**src/rtl/gpx_pkg.sv**
```systemverilog
package gpx_pkg;

  typedef enum logic [3:0] {
    K_IN, K_OUT, K_POL, K_CFG, K_LAT, K_PEN, K_PSEL, K_MSK, K_STAT, K_NONE
  } reg_kind_e;

  // bit length of (pins-1)/8
  function automatic int bank_shift(input int pins);
    int q;
    int n;
    q = (pins - 1) / 8;
    n = 0;
    for (int i = 0; i < 8; i++) begin
      if ((q >> i) != 0) n = i + 1;
    end
    return n;
  endfunction

  function automatic logic [7:0] bank_mask(input int idx, input int pins);
    logic [7:0] m;
    for (int i = 0; i < 8; i++) m[i] = (idx * 8 + i) < pins;
    return m;
  endfunction

endpackage

```
**src/rtl/gpx_addr_decode.sv**
```systemverilog
module gpx_addr_decode
  import gpx_pkg::*;
#(
  parameter int NBANK = 3,
  parameter int SHIFT = 2
) (
  input  logic [6:0] addr_i,
  output reg_kind_e  kind_o,
  output logic [2:0] bank_o,
  output logic       rd_ok_o,
  output logic       wr_ok_o
);

  logic [5:0] off;
  logic [5:0] grp;
  logic [5:0] bnk;

  assign off = addr_i[5:0];
  assign grp = off >> SHIFT;
  assign bnk = off & 6'((1 << SHIFT) - 1);

  always_comb begin
    kind_o = K_NONE;
    if (!addr_i[6]) begin
      case (grp)
        6'd0: kind_o = K_IN;
        6'd1: kind_o = K_OUT;
        6'd2: kind_o = K_POL;
        6'd3: kind_o = K_CFG;
        default: kind_o = K_NONE;
      endcase
    end else begin
      case (grp)
        6'd2: kind_o = K_LAT;
        6'd3: kind_o = K_PEN;
        6'd4: kind_o = K_PSEL;
        6'd5: kind_o = K_MSK;
        6'd6: kind_o = K_STAT;
        default: kind_o = K_NONE;
      endcase
    end
    if (int'(bnk) >= NBANK) kind_o = K_NONE;
  end

  assign bank_o  = bnk[2:0];
  assign rd_ok_o = (kind_o != K_NONE);
  assign wr_ok_o = rd_ok_o && (kind_o != K_IN) && (kind_o != K_STAT);

endmodule

```
**src/rtl/gpx_bank.sv**
```systemverilog
module gpx_bank
  import gpx_pkg::*;
#(
  parameter int PINS = 20,
  parameter int IDX  = 0,
  parameter int BW   = 8
) (
  input  logic          clk_i,
  input  logic          rst_ni,
  input  logic [BW-1:0] pin_i,
  input  logic          we_i,
  input  reg_kind_e     wkind_i,
  input  logic [7:0]    wdata_i,
  input  reg_kind_e     rkind_i,
  input  logic          in_rd_i,
  output logic [7:0]    rdata_o,
  output logic [BW-1:0] out_o,
  output logic [BW-1:0] oe_o,
  output logic [BW-1:0] pen_o,
  output logic [BW-1:0] psel_o,
  output logic          irq_o
);

  localparam logic [7:0] VMASK = bank_mask(IDX, PINS);

  logic [7:0] pin_pad;
  logic [7:0] out_q, pol_q, cfg_q, lat_q, pen_q, psel_q, msk_q;
  logic [7:0] stat_q, sync1_q, sync2_q, prev_q, hold_q, hvld_q;
  logic [7:0] change, stat_base, hvld_base, use_hold, in_val;

  always_comb begin
    pin_pad = '0;
    pin_pad[BW-1:0] = pin_i;
  end

  // input pins only
  assign change    = (sync2_q ^ prev_q) & cfg_q & VMASK;
  assign stat_base = in_rd_i ? 8'h00 : stat_q;
  assign hvld_base = in_rd_i ? 8'h00 : hvld_q;
  assign use_hold  = hvld_q & lat_q;
  assign in_val    = (((use_hold & hold_q) | (~use_hold & sync2_q)) ^ pol_q) & VMASK;

  always_ff @(posedge clk_i or negedge rst_ni) begin
    if (!rst_ni) begin
      out_q   <= VMASK;
      cfg_q   <= VMASK;
      pol_q   <= '0;
      lat_q   <= '0;
      pen_q   <= '0;
      psel_q  <= '0;
      msk_q   <= '0;
      stat_q  <= '0;
      sync1_q <= '0;
      sync2_q <= '0;
      prev_q  <= '0;
      hold_q  <= '0;
      hvld_q  <= '0;
    end else begin
      sync1_q <= pin_pad & VMASK;
      sync2_q <= sync1_q;
      prev_q  <= sync2_q;
      stat_q  <= stat_base | (change & ~msk_q);
      hvld_q  <= hvld_base | (change & lat_q);
      for (int i = 0; i < 8; i++) begin
        if (change[i] && lat_q[i] && !hvld_base[i]) hold_q[i] <= sync2_q[i];
      end
      if (we_i) begin
        case (wkind_i)
          K_OUT:  out_q  <= wdata_i & VMASK;
          K_POL:  pol_q  <= wdata_i & VMASK;
          K_CFG:  cfg_q  <= wdata_i & VMASK;
          K_LAT:  lat_q  <= wdata_i & VMASK;
          K_PEN:  pen_q  <= wdata_i & VMASK;
          K_PSEL: psel_q <= wdata_i & VMASK;
          K_MSK:  msk_q  <= wdata_i & VMASK;
          default: ;
        endcase
      end
    end
  end

  always_comb begin
    case (rkind_i)
      K_IN:    rdata_o = in_val;
      K_OUT:   rdata_o = out_q;
      K_POL:   rdata_o = pol_q;
      K_CFG:   rdata_o = cfg_q;
      K_LAT:   rdata_o = lat_q;
      K_PEN:   rdata_o = pen_q;
      K_PSEL:  rdata_o = psel_q;
      K_MSK:   rdata_o = msk_q;
      K_STAT:  rdata_o = stat_q;
      default: rdata_o = 8'h00;
    endcase
  end

  assign out_o  = out_q[BW-1:0];
  assign oe_o   = ~cfg_q[BW-1:0];
  assign pen_o  = pen_q[BW-1:0];
  assign psel_o = psel_q[BW-1:0];
  assign irq_o  = |stat_q;

endmodule

```
**src/rtl/gpx_regfile.sv**
```systemverilog
module gpx_regfile
  import gpx_pkg::*;
#(
  parameter int PIN_COUNT = 20
) (
  input  logic                 clk_i,
  input  logic                 rst_ni,
  input  logic                 addr_load_i,
  input  logic [7:0]           addr_i,
  input  logic                 wr_en_i,
  input  logic [7:0]           wdata_i,
  input  logic                 rd_en_i,
  output logic [7:0]           rdata_o,
  output logic                 rvalid_o,
  input  logic [PIN_COUNT-1:0] pin_i,
  output logic [PIN_COUNT-1:0] pin_o,
  output logic [PIN_COUNT-1:0] pin_oe_o,
  output logic [PIN_COUNT-1:0] pull_en_o,
  output logic [PIN_COUNT-1:0] pull_sel_o,
  output logic                 irq_o
);

  localparam int NBANK = (PIN_COUNT + 7) / 8;
  localparam int SHIFT = bank_shift(PIN_COUNT);

  logic [6:0]  ptr_q;
  logic        ai_q;
  logic [7:0]  rdata_q;
  logic        rvalid_q;
  reg_kind_e   dec_kind;
  logic [2:0]  dec_bank;
  logic        dec_rd_ok, dec_wr_ok;
  logic        acc_wr, acc_rd;
  logic [7:0]  bank_rd [NBANK];
  logic [NBANK-1:0] bank_irq;
  logic [7:0]  rd_sel;

  assign acc_wr = wr_en_i && !addr_load_i;
  assign acc_rd = rd_en_i && !addr_load_i;

  gpx_addr_decode #(.NBANK(NBANK), .SHIFT(SHIFT)) i_dec (
    .addr_i (ptr_q),
    .kind_o (dec_kind),
    .bank_o (dec_bank),
    .rd_ok_o(dec_rd_ok),
    .wr_ok_o(dec_wr_ok)
  );

  for (genvar b = 0; b < NBANK; b++) begin : g_bank
    localparam int BW = (PIN_COUNT - b * 8 >= 8) ? 8 : PIN_COUNT - b * 8;
    logic sel;
    assign sel = dec_rd_ok && (int'(dec_bank) == b);

    gpx_bank #(.PINS(PIN_COUNT), .IDX(b), .BW(BW)) i_bank (
      .clk_i  (clk_i),
      .rst_ni (rst_ni),
      .pin_i  (pin_i[b*8 +: BW]),
      .we_i   (acc_wr && dec_wr_ok && sel),
      .wkind_i(dec_kind),
      .wdata_i(wdata_i),
      .rkind_i(dec_kind),
      .in_rd_i(acc_rd && sel && (dec_kind == K_IN)),
      .rdata_o(bank_rd[b]),
      .out_o  (pin_o[b*8 +: BW]),
      .oe_o   (pin_oe_o[b*8 +: BW]),
      .pen_o  (pull_en_o[b*8 +: BW]),
      .psel_o (pull_sel_o[b*8 +: BW]),
      .irq_o  (bank_irq[b])
    );
  end

  always_comb begin
    rd_sel = 8'h00;
    for (int b = 0; b < NBANK; b++) begin
      if (dec_rd_ok && int'(dec_bank) == b) rd_sel = bank_rd[b];
    end
  end

  always_ff @(posedge clk_i or negedge rst_ni) begin
    if (!rst_ni) begin
      ptr_q    <= '0;
      ai_q     <= 1'b0;
      rdata_q  <= '0;
      rvalid_q <= 1'b0;
    end else begin
      rvalid_q <= acc_rd;
      if (acc_rd) rdata_q <= rd_sel;
      if (addr_load_i) begin
        ptr_q <= addr_i[6:0];
        ai_q  <= addr_i[7];
      end else if ((wr_en_i || rd_en_i) && ai_q) begin
        ptr_q <= ptr_q + 7'd1;
      end
    end
  end

  assign rdata_o  = rdata_q;
  assign rvalid_o = rvalid_q;
  assign irq_o    = |bank_irq;

endmodule

```
**config.mk**
```make
export PLATFORM = sky130hd
export DESIGN_NAME = gpx_regfile
export DESIGN_NICKNAME = d
export VERILOG_FILES = /design/src/rtl/gpx_pkg.sv /design/src/rtl/gpx_addr_decode.sv /design/src/rtl/gpx_bank.sv /design/src/rtl/gpx_regfile.sv
export SDC_FILE = /design/constraint.sdc
export NUM_CORES = 1
export LEC_CHECK = 0
export BUFFER_PORTS_ARGS = -buffer_cell sky130_fd_sc_hd__buf_2
export CORE_ASPECT_RATIO = 0.8
export CORE_MARGIN = 2
export CORE_UTILIZATION = 58
export CTS_CLUSTER_DIAMETER = 40
export DETAILED_ROUTE_END_ITERATION = 16
export PLACE_DENSITY = 0.85
export SLEW_MARGIN = 20
export SYNTH_ARGS = -nofsm -noshare
export SYNTH_HDL_FRONTEND = slang
export SYNTH_SLANG_ARGS = --single-unit
export TNS_END_PERCENT = 30
```
**constraint.sdc**
```tcl
create_clock -name clk_i -period 3.71 [get_ports clk_i]
set_input_delay 0.371 -clock clk_i [delete_from_list [all_inputs] [get_ports clk_i]]
set_output_delay 0.371 -clock clk_i [all_outputs]
set_load 0.03 [all_outputs]
```
==> impl_summary.md <==
Worst setup path
The worst path buffer plus inverter count is 1. In this run the worst setup path terminates at g_bank[1].i_bank.pol_q[3]$_DFFE_PN0P_. On the critical path, the stage with the largest delay is an instance of nor4b_1.

The setup slack of the most critical reg-to-reg path is 320 ps. Walking the worst path, the cells encountered are buf_4, nor4b_1, nand2_1, nor2_2, mux2_2. The terminus of the critical flop-to-flop path is g_bank[1].i_bank.pol_q[3]$_DFFE_PN0P_. The critical path is of the reg2reg type. The depth of the critical timing path with buffers and inverters included is 5. STA classifies the critical path endpoint as a flip-flop. The critical path startpoint is ptr_q[4]$_DFFE_PN0P_. On the critical path the largest part of the delay comes from simple AND/OR/NAND/NOR gates. The critical path launch point type is a flip-flop. The maximum net fanout on the critical path is 18. Counting cells, the worst reg-to-reg path comes to 5. Data on the critical path arrives at its endpoint at approximately 3800 ps.

For the worst setup path, the data required time is 4160 ps. The start of the worst register-to-register path is ptr_q[4]$_DFFE_PN0P_. The highest cell delay on the worst timing path is between 800 and 900 ps.

Timing
Setup repair after global routing left no endpoint under its margin. The hold violation count in the final report came to 0. The time the worst path needs with I/O delays and setup is 3390 ps.

After routing, the total negative slack on setup checks comes to 0 ps. The transition time at the pin with the least slew margin is 1010 ps. Setup violations remaining at the end of the flow were counted as 0. The setup skew after layout is 17.7 ps.

Headroom to the max-slew limit came out at 31.7%. The highest clock frequency the design can meet is 295 MHz. The final period utilization is between 90% and 100%. The count of final max-slew check failures is 0.

Detailed routing
The via count is 9898. The wire length per cell is 23.6 µm. The DRC marker count from the first detailed-route iteration is 1086.

The DRC violations left is 0. The final wirelength is 35800 µm. The detail route stage leaves a number of antenna-violating nets equal to 0. For this run, the detailed router's first-pass iteration total came to 6. Dividing the detail-routed via count by the number of cells gives 6.52.

Clock network
Once the clock tree was built, the resizer swapped 0 gates to a different size. Counting the buffers created by CTS gives 31. In this run the number of H-tree levels came out at 1. The longest clock path from root to sink contains 3 buffers.

The clock sink total is between 200 and 300. The library cell used as clock root buffer is clkbuf_16. The clock insertion delay at the later pin of the skew report is 580 ps. The clock-pin slew on the worst setup and hold paths is 60 ps. TritonCTS built the clock tree.

Logic synthesis
The share of the synthesized area in the top cell type is 46.5%. The adder-cell share of the synthesized area is less than 1%. Yosys printed 0 warnings.

After synthesis, the largest family of logic cells by area is multiplexers. In the post-synthesis netlist, the cell with the most instances is dfrtp_1. The gate count of the mapped netlist is 1053. Of all cell types, the one taking the most synthesized area is dfrtp_1. After synthesis, the share of flip-flops with an asynchronous set or reset is 100%. The synthesized netlist devotes between 10 and 15% of its cell area to simple gates. The cell area after synthesis is 12800 µm². By count the netlist is led by dfrtp_1, nand2_1, mux2_2. In the post-synthesis netlist, the biggest area contributors are dfrtp_1, mux2_2, dfstp_2. The prevailing post-synth register cell is dfrtp_1.

The share of the Yosys chip area taken by registers is roughly 55%. The synthesized design contains 277 register bits. The xor/xnor share of the synthesized area is 2.68%.

The multiplexer fraction of the synthesized cell area is 16.0%. The share of the synthesized area in compound gates (AO/OA/AOI/OAI) is 12.0%. The average instance area after synthesis is ~12 µm². Synthesis produced a netlist with a net count of 1098. Yosys mapped a number of flops with a built-in enable equal to 0.

In this run, distinct cell masters in the synthesized netlist total 72.

Floorplanning
In this run the count of I/O pins placed on the die edge is 131. From left edge to right edge, the die measures 170 µm. The initial core utilization is 59.2%. The number of core rows is 48. The die outline area is 23200 µm². The area of the core is 21600 µm². The die extent in y is 137 µm.

Job
Max-cap violations in this run came to 0.

Finish
The finished cells cover between 15000 and 20000 µm². Relative to the synthesized area, the layout overhead comes to 17.9%. Fill cells in the final layout number roughly 1500. Measured on the finished design, the core utilization comes to 69.8%. The number of nets at the end of the flow is 1264. The share of post-route cells with drive strength above 1 is 34.1%. The count of inserted antenna diode cells is 0.

Global routing
The number of antenna violations at the first check in global routing is 0. The all-layer global routing usage is between 30% and 40%. The maximum number of pins on one net before global-route repair is 95. Global routing finished with a remaining overflow of 0. The first global-routing pass estimated 55800 µm of wire.

The via count of the first global-routing pass came to 9738.

Hold path
The class of the tightest hold or removal check is in2reg.

Power
The leakage power is 0.00702 µW. Across the VDD grid, the largest voltage drop is around 0.00038 V. Dividing total power by cell area gives a power density of 476 nW/µm². Power comes to just over 7000 µW.

Place
During placement, the flow inserted port buffers numbering 130. The half-perimeter wire length of the detailed placement result is 24100 µm. The final estimated routing congestion in global placement is 0.969.

After detailed placement, the total cell area comes to 13800 µm².

Run status
The flow ran to the end, and the final reports show no timing, DRC or antenna violations.
## power by group
part           switching (µW)  total, µW  internal (µW)
registers                 204       3410           3210
logic                     440        683            243
clock network            1340       3070           1730
total                    1980       7160           5180
## layer usage
| layer | track usage (%) | wire length, µm |
|---|---|---|
| met1 | 43.3 | 14500 |
| met2 | 49.1 | 16100 |
| met3 | 7.49 | 3820 |
| met4 | 12.1 | 1410 |
| met5 | 0 | 0 |
## registers in the layout, summed over array words and instances, names as in the netlist, 4 cells and up
register               count
g_bank.i_bank.cfg_q       20
g_bank.i_bank.hold_q      20
g_bank.i_bank.hvld_q      20
g_bank.i_bank.lat_q       20
g_bank.i_bank.msk_q       20
g_bank.i_bank.pol_q       20
g_bank.i_bank.prev_q      20
g_bank.i_bank.stat_q      20
g_bank.i_bank.sync1_q     20
g_bank.i_bank.sync2_q     20
g_bank.i_bank.out_o       16
g_bank.i_bank.pen_o       16
g_bank.i_bank.psel_o      16
rdata_o                    8
ptr_q                      7
g_bank.i_bank.out_q        4
g_bank.i_bank.pen_q        4
g_bank.i_bank.psel_q       4
## tightest hold or removal path: stages
cell and delay [ps]:
buf_2 70, nand2_1 40, o21ai_0 60
## worst min path at each step
stage          cells past startpoint                                  start  slack (ps)                                    end
6_report                           3                              addr_i[5]          20                   ptr_q[5]$_DFFE_PN0P_
3_5_place_dp                       0  g_bank[0].i_bank.sync1_q[2]$_DFF_PN0_         330  g_bank[0].i_bank.sync2_q[2]$_DFF_PN0_
5_1_grt                            3                              addr_i[5]          40                   ptr_q[5]$_DFFE_PN0P_
2_1_floorplan                      0                                 rst_ni          80                       ai_q$_DFFE_PN0P_
4_1_cts                            3                              addr_i[5]          10                   ptr_q[5]$_DFFE_PN0P_
3_3_place_gp                       0  g_bank[0].i_bank.sync1_q[4]$_DFF_PN0_         330  g_bank[0].i_bank.sync2_q[4]$_DFF_PN0_
## repair_timing
item | in CTS | in global routing
hold endpoints to repair | 97 | 0
hold buffers | 21 | 0
setup buffers | 0 | 0
setup endpoints to repair | 0 | 0
## stage by stage
step	hold slack, ps	setup slack (ps)	std cells
3_5_place_dp	335	615	1440
6_report	18.4	323	1519
5_1_grt	40.9	287	1519
3_3_place_gp	332	627	1440
4_1_cts	13.5	472	1519
2_1_floorplan	75.4	929	1053
## cell type report
type	instances	area [µm²]	share of cell area, %
multi-input cells	690	5430	36.1
well taps	275	344	2.29
inverters	45	169	1.12
clock buffers	39	846	5.62
clock inverters	19	201	1.34
repair buffers	174	1070	7.10
flip-flops and latches	277	6980	46.4
## kinds of logic (layout without fill, tap and decap cells)
logic type      after synthesis  count (layout)
compound gates              198             198
xor+xnor                     39              39
fa+ha+maj                     4               4
buf+inv                      86             277
flops                       277             277
mux                         173             173
simple gates                276             276
## cells in the final DEF, fill, tap and decap left out, drive strengths merged, types with 5 or more instances in the layout
master	netlist	layout
clkinvlp	0	5
dfrtp	237	237
nand2	130	130
a21oi	28	28
a211o	19	19
a32o	19	19
dlygate4sd3	0	21
and3	14	14
a22o	12	12
nor3	10	10
a22oi	29	29
xor2	27	27
inv	45	51
dfstp	40	40
and2	5	5
o31ai	8	8
mux2	150	150
a221oi	11	11
nand3	28	28
o211ai	5	5
xnor2	12	12
a41oi	16	16
nor2	43	43
mux2i	23	23
o21ai	20	20
clkinv	0	7
clkbuf	26	39
buf	15	153
nor4	9	9
nand4	11	11
(Power assumes the default switching activity.)
